[src/rtl/spi_hold_pkg.sv]
package spi_hold_pkg;
  typedef struct packed {
    logic rise;
    logic fall;
  } sck_edge_t;
endpackage

[src/rtl/spi_hold_edge.sv]
module spi_hold_edge
  import spi_hold_pkg::*;
(
  input  logic      clk_i,
  input  logic      rst_ni,
  input  logic      sck_i,
  output sck_edge_t edge_o
);
  logic sck_q;

  always_ff @(posedge clk_i or negedge rst_ni) begin
    if (!rst_ni) sck_q <= 1'b0;
    else         sck_q <= sck_i;
  end

  assign edge_o.rise = sck_i & ~sck_q;
  assign edge_o.fall = ~sck_i & sck_q;
endmodule

[src/rtl/spi_hold_ctrl.sv]
module spi_hold_ctrl (
  input  logic clk_i,
  input  logic rst_ni,
  input  logic hold_en_i,
  input  logic quad_i,
  input  logic cs_ni,
  input  logic sck_i,
  input  logic hold_ni,
  output logic hold_o
);
  logic req;
  logic hold_q;

  assign req = hold_en_i & ~quad_i & ~hold_ni;

  // state may only move while sck is low: a high clock defers entry/exit
  always_ff @(posedge clk_i or negedge rst_ni) begin
    if (!rst_ni)     hold_q <= 1'b0;
    else if (cs_ni)  hold_q <= 1'b0;
    else if (!sck_i) hold_q <= req;
  end

  assign hold_o = hold_q;
endmodule

[src/rtl/spi_hold_shift.sv]
module spi_hold_shift
  import spi_hold_pkg::*;
#(
  parameter int DATA_W = 8
) (
  input  logic              clk_i,
  input  logic              rst_ni,
  input  logic              cs_ni,
  input  logic              hold_i,
  input  sck_edge_t         edge_i,
  input  logic              si_i,
  input  logic [DATA_W-1:0] tx_data_i,
  output logic              so_o,
  output logic [DATA_W-1:0] rx_data_o,
  output logic              rx_valid_o
);
  localparam int CNT_W = (DATA_W > 2) ? $clog2(DATA_W) : 1;
  localparam logic [CNT_W-1:0] LAST = CNT_W'(DATA_W - 1);

  logic [CNT_W-1:0]  bit_cnt;
  logic [DATA_W-1:0] rx_sr;
  logic [DATA_W-1:0] tx_sr;
  logic [DATA_W-1:0] rx_next;
  logic              step_in;
  logic              step_out;

  assign step_in  = edge_i.rise & ~hold_i;
  // no shift on the fall right after a byte reload
  assign step_out = edge_i.fall & ~hold_i & (bit_cnt != '0);
  assign rx_next  = {rx_sr[DATA_W-2:0], si_i};

  always_ff @(posedge clk_i or negedge rst_ni) begin
    if (!rst_ni) begin
      bit_cnt    <= '0;
      rx_sr      <= '0;
      tx_sr      <= '0;
      rx_data_o  <= '0;
      rx_valid_o <= 1'b0;
    end else begin
      rx_valid_o <= 1'b0;
      if (cs_ni) begin
        bit_cnt <= '0;
        tx_sr   <= tx_data_i;
      end else if (step_in) begin
        rx_sr <= rx_next;
        if (bit_cnt == LAST) begin
          bit_cnt    <= '0;
          rx_data_o  <= rx_next;
          rx_valid_o <= 1'b1;
          tx_sr      <= tx_data_i;
        end else begin
          bit_cnt <= bit_cnt + 1'b1;
        end
      end else if (step_out) begin
        tx_sr <= {tx_sr[DATA_W-2:0], 1'b0};
      end
    end
  end

  assign so_o = tx_sr[DATA_W-1];
endmodule

[src/rtl/spi_hold_gate.sv]
module spi_hold_gate
  import spi_hold_pkg::*;
#(
  parameter int DATA_W = 8
) (
  input  logic              clk_i,
  input  logic              rst_ni,
  input  logic              hold_en_i,
  input  logic              quad_i,
  input  logic              cs_ni,
  input  logic              sck_i,
  input  logic              hold_ni,
  input  logic              si_i,
  input  logic [DATA_W-1:0] tx_data_i,
  output logic              so_o,
  output logic              so_oe_o,
  output logic              hold_o,
  output logic [DATA_W-1:0] rx_data_o,
  output logic              rx_valid_o
);
  sck_edge_t sck_edge;
  logic      hold;

  spi_hold_edge u_edge (
    .clk_i  (clk_i),
    .rst_ni (rst_ni),
    .sck_i  (sck_i),
    .edge_o (sck_edge)
  );

  spi_hold_ctrl u_ctrl (
    .clk_i     (clk_i),
    .rst_ni    (rst_ni),
    .hold_en_i (hold_en_i),
    .quad_i    (quad_i),
    .cs_ni     (cs_ni),
    .sck_i     (sck_i),
    .hold_ni   (hold_ni),
    .hold_o    (hold)
  );

  spi_hold_shift #(.DATA_W(DATA_W)) u_shift (
    .clk_i      (clk_i),
    .rst_ni     (rst_ni),
    .cs_ni      (cs_ni),
    .hold_i     (hold),
    .edge_i     (sck_edge),
    .si_i       (si_i),
    .tx_data_i  (tx_data_i),
    .so_o       (so_o),
    .rx_data_o  (rx_data_o),
    .rx_valid_o (rx_valid_o)
  );

  assign so_oe_o = ~cs_ni & ~hold;
  assign hold_o  = hold;
endmodule

[config.mk]
export PLATFORM = sky130hd
export DESIGN_NAME = spi_hold_gate
export DESIGN_NICKNAME = d
export VERILOG_FILES = /design/src/rtl/spi_hold_pkg.sv /design/src/rtl/spi_hold_edge.sv /design/src/rtl/spi_hold_ctrl.sv /design/src/rtl/spi_hold_shift.sv /design/src/rtl/spi_hold_gate.sv
export SDC_FILE = /design/constraint.sdc
export NUM_CORES = 1
export LEC_CHECK = 0
export CORE_MARGIN = 5
export CORE_UTILIZATION = 55
export CTS_BUF_LIST = sky130_fd_sc_hd__clkbuf_4
export DETAILED_ROUTE_END_ITERATION = 8
export DONT_BUFFER_PORTS = 1
export GPL_ROUTABILITY_DRIVEN = 0
export PLACE_DENSITY = 0.7
export RECOVER_POWER = 50
export SLEW_MARGIN = 10
export SYNTH_ARGS = -nofsm -noshare
export SYNTH_HDL_FRONTEND = slang
export SYNTH_SLANG_ARGS = --single-unit
[constraint.sdc]
create_clock -name clk_i -period 3 [get_ports clk_i]
set_clock_uncertainty 0.2 [all_clocks]
set_input_delay 0 -clock clk_i [delete_from_list [all_inputs] [get_ports clk_i]]
set_output_delay 0 -clock clk_i [all_outputs]
set_load 0.01 [all_outputs]
==> flow_summary.toml <==
[route]
wl_um = 2740
m1WireLength_um = 1160
antenna_left = 0
dr.pass1.iters = 4
wl_met2_um = 1330
drt_iter0_drc = 39
vias = 932
highest_layer = "met4"
viasPerCell = 5.75
drc_errors = 0
wl_met3_um = 185
avgRoutedWirePerCell_um = 16.9

[synth]
syn-instance-count = 112
yosysWarnings = 0
synth.top_cell.area_share = 0.507
synthDistinctLibCells = 21
yosys.area.top_type = "dfrtp_1"
ys_top_cells_by_area = "dfrtp_1, mux2_2, or4bb_1"
syn_avg_cell_area_um2 = 12.8
ys_ff_latch = 29
async_flop_share = 1.00
synthFlopType = "dfrtp_1"
syn-num-nets = 132
synth_edf_count = 0
synth-seq-area-share = 0.507
syn-cell-area_um2 = 1430

[timing]
finalSetupViolCount = 0
max_slew_margin = 0.478
max_freq_mhz = 453
hold_violations = 0
finalCritPeriodShare = 0.735
rsz0062_at_grt = "false"
tightest_slew_ns = 0.781
whs_ns = 0.00963
final.setup.tns_ns = 0
post-route-min-period_ns = 2.21
maxSlewViolCount = 0

[grt]
grt.total_usage = 0.175
grt_max_degree = 30
overflow = 0
antenna_found_initial = 0
grt_first_pass_wirelength_um = 4620
grt_pass1_vias = 1017

[place]
io_buffer_count = 0
placed_area_um2 = 1450
place_hpwl_um = 1760

[floorplan]
start_util = 0.578
dieArea_um2 = 3720
die_y_um = 61.0
io_pins = 28
die_w_um = 61.0
design.core.area_um2 = 2480
rows = 18

[power_and_ir_drop]
irDropWorstVdd_mv = 0.469
leakagePower_nw = 0.793
pwr_density_cell_nw_per_um2 = 556

[finish]
fill_cells = 191
fin_area_um2 = 1700
final_nets = 151
mostFrequentLayoutCells = "dfrtp_1, mux2_2, dlygate4sd3_1"
drive_gt1_frac = 0.265
mostFrequentLayoutCell = "dfrtp_1"
n_antenna_cell = 0
areaGrowthSynthToFinish_pct = 18.9

[clock_tree]
cts_made_buffers = 5
post_cts_buffers = 0
cts.sinks = 29
clkTransAtPathRegs_ns = 0.09
cts.path.max_buffers = 2
cts_tree = "yes"
cts_resized = 0
clkLatencyLatePin_ns = 0.33
htree_num_levels = 2
cts-root-buf = "clkbuf_4"

[flow_run]
cap_violations = 0

[setup_path]
cp.required_ns = 3.01
path_max_fanout = 8
path_class = "flip-flop to flip-flop"
worst_setup_path_end_kind = "flip-flop"
crit_arrival_ns = 2.22
worstSetupStartpointType = "flip-flop"

[status]
status = "completed"

[hold_path]
hp-class = "input pin to flip-flop"
-- per-stage QoR --
| step | utilization | cells | total power [mW] | setup slack (ns) |
|---|---|---|---|---|
| after floorplan | - | 112 | 0.583 | 1.01 |
| after global placement | 0.585 | 137 | 0.596 | 0.834 |
| after detailed placement | 0.585 | 137 | 0.604 | 0.785 |
| after CTS | 0.693 | 162 | 0.956 | 0.792 |
| after global routing | 0.687 | 162 | 0.996 | 0.695 |
| final | 0.687 | 162 | 0.946 | 0.794 |
-- critical path: stages, from the launching register on --
cell,delay [ns]
dfrtp_1,0.42
ha_1,0.23
ha_1,0.20
nor4bb_1,0.16
a211oi_4,0.49
mux2_2,0.39
-- area by class of cell --
| cell class | instances | area, um^2 | area share |
|---|---|---|---|
| Multi-Input combinational cell | 74 | 667 | 0.392 |
| Inverter | 3 | 11.3 | 0.00662 |
| Clock inverter | 2 | 33.8 | 0.0199 |
| Clock buffer | 6 | 45.0 | 0.0265 |
| Sequential cell | 29 | 726 | 0.426 |
| Timing Repair Buffer | 18 | 181 | 0.107 |
| Tap cell | 30 | 37.5 | 0.0221 |
-- flip-flops by register name, indices dropped and copies added (netlist names) --
| signal | count |
|---|---|
| u_ctrl.hold_o | 1 |
| u_edge.sck_q | 1 |
| u_shift.bit_cnt | 3 |
| u_shift.rx_data_o | 8 |
| u_shift.rx_sr | 7 |
| u_shift.rx_valid_o | 1 |
| u_shift.tx_sr | 8 |
-- cells in the mapped netlist, types with 2 or more instances --
cell type	n
dfrtp_1	29
mux2_2	22
nand2b_1	8
nand2_1	7
o211ai_1	7
or4bb_1	7
nor2_1	6
buf_2	4
ha_1	4
inv_1	3
mux2i_1	3
clkbuf_1	2
nor3b_1	2
-- power breakdown --
part	internal [mW]	total [mW]	switching, mW
Sequential	0.451	0.492	0.0409
Clock	0.182	0.319	0.136
Combinational	0.0834	0.135	0.0515
-- final timing paths --
kind,start,endpoint,slack (ns),depth (start not counted)
setup / recovery,u_shift.bit_cnt[0],u_shift.tx_sr[1],0.79,5
min in group asynchronous,rst_ni,u_shift.tx_sr[2],0.57,4
hold / removal,tx_data_i[7],u_shift.tx_sr[7],0.01,3
setup reg to reg,u_shift.bit_cnt[0],u_shift.tx_sr[1],0.79,5
hold reg to reg,u_shift.tx_sr[0],u_shift.tx_sr[0],0.30,1
max in group asynchronous,rst_ni,u_shift.bit_cnt[0],1.86,4
-- metal layers --
layer | vias up | track usage
li1 | 438 | -
met1 | 463 | 0.214
met2 | 23 | 0.272
met3 | 8 | 0.0566
met4 | 0 | 0.102
met5 | - | 0
-- cell families after synthesis --
family	count (synthesis)	share of synthesized area
AO/OA/AOI/OAI	11	0.0647
adder cells (fa/ha/maj)	4	0.0350
buffers and inverters	9	0.0271
flip-flops	29	0.507
multiplexers	25	0.194
AND/OR/NAND/NOR	34	0.172
-- timing repair --
item	in CTS	in global routing
endpoints found under the setup margin	0	0
hold buffers	17	0
endpoints found under the hold margin	59	0
Power figures use the tool's default switching activity.
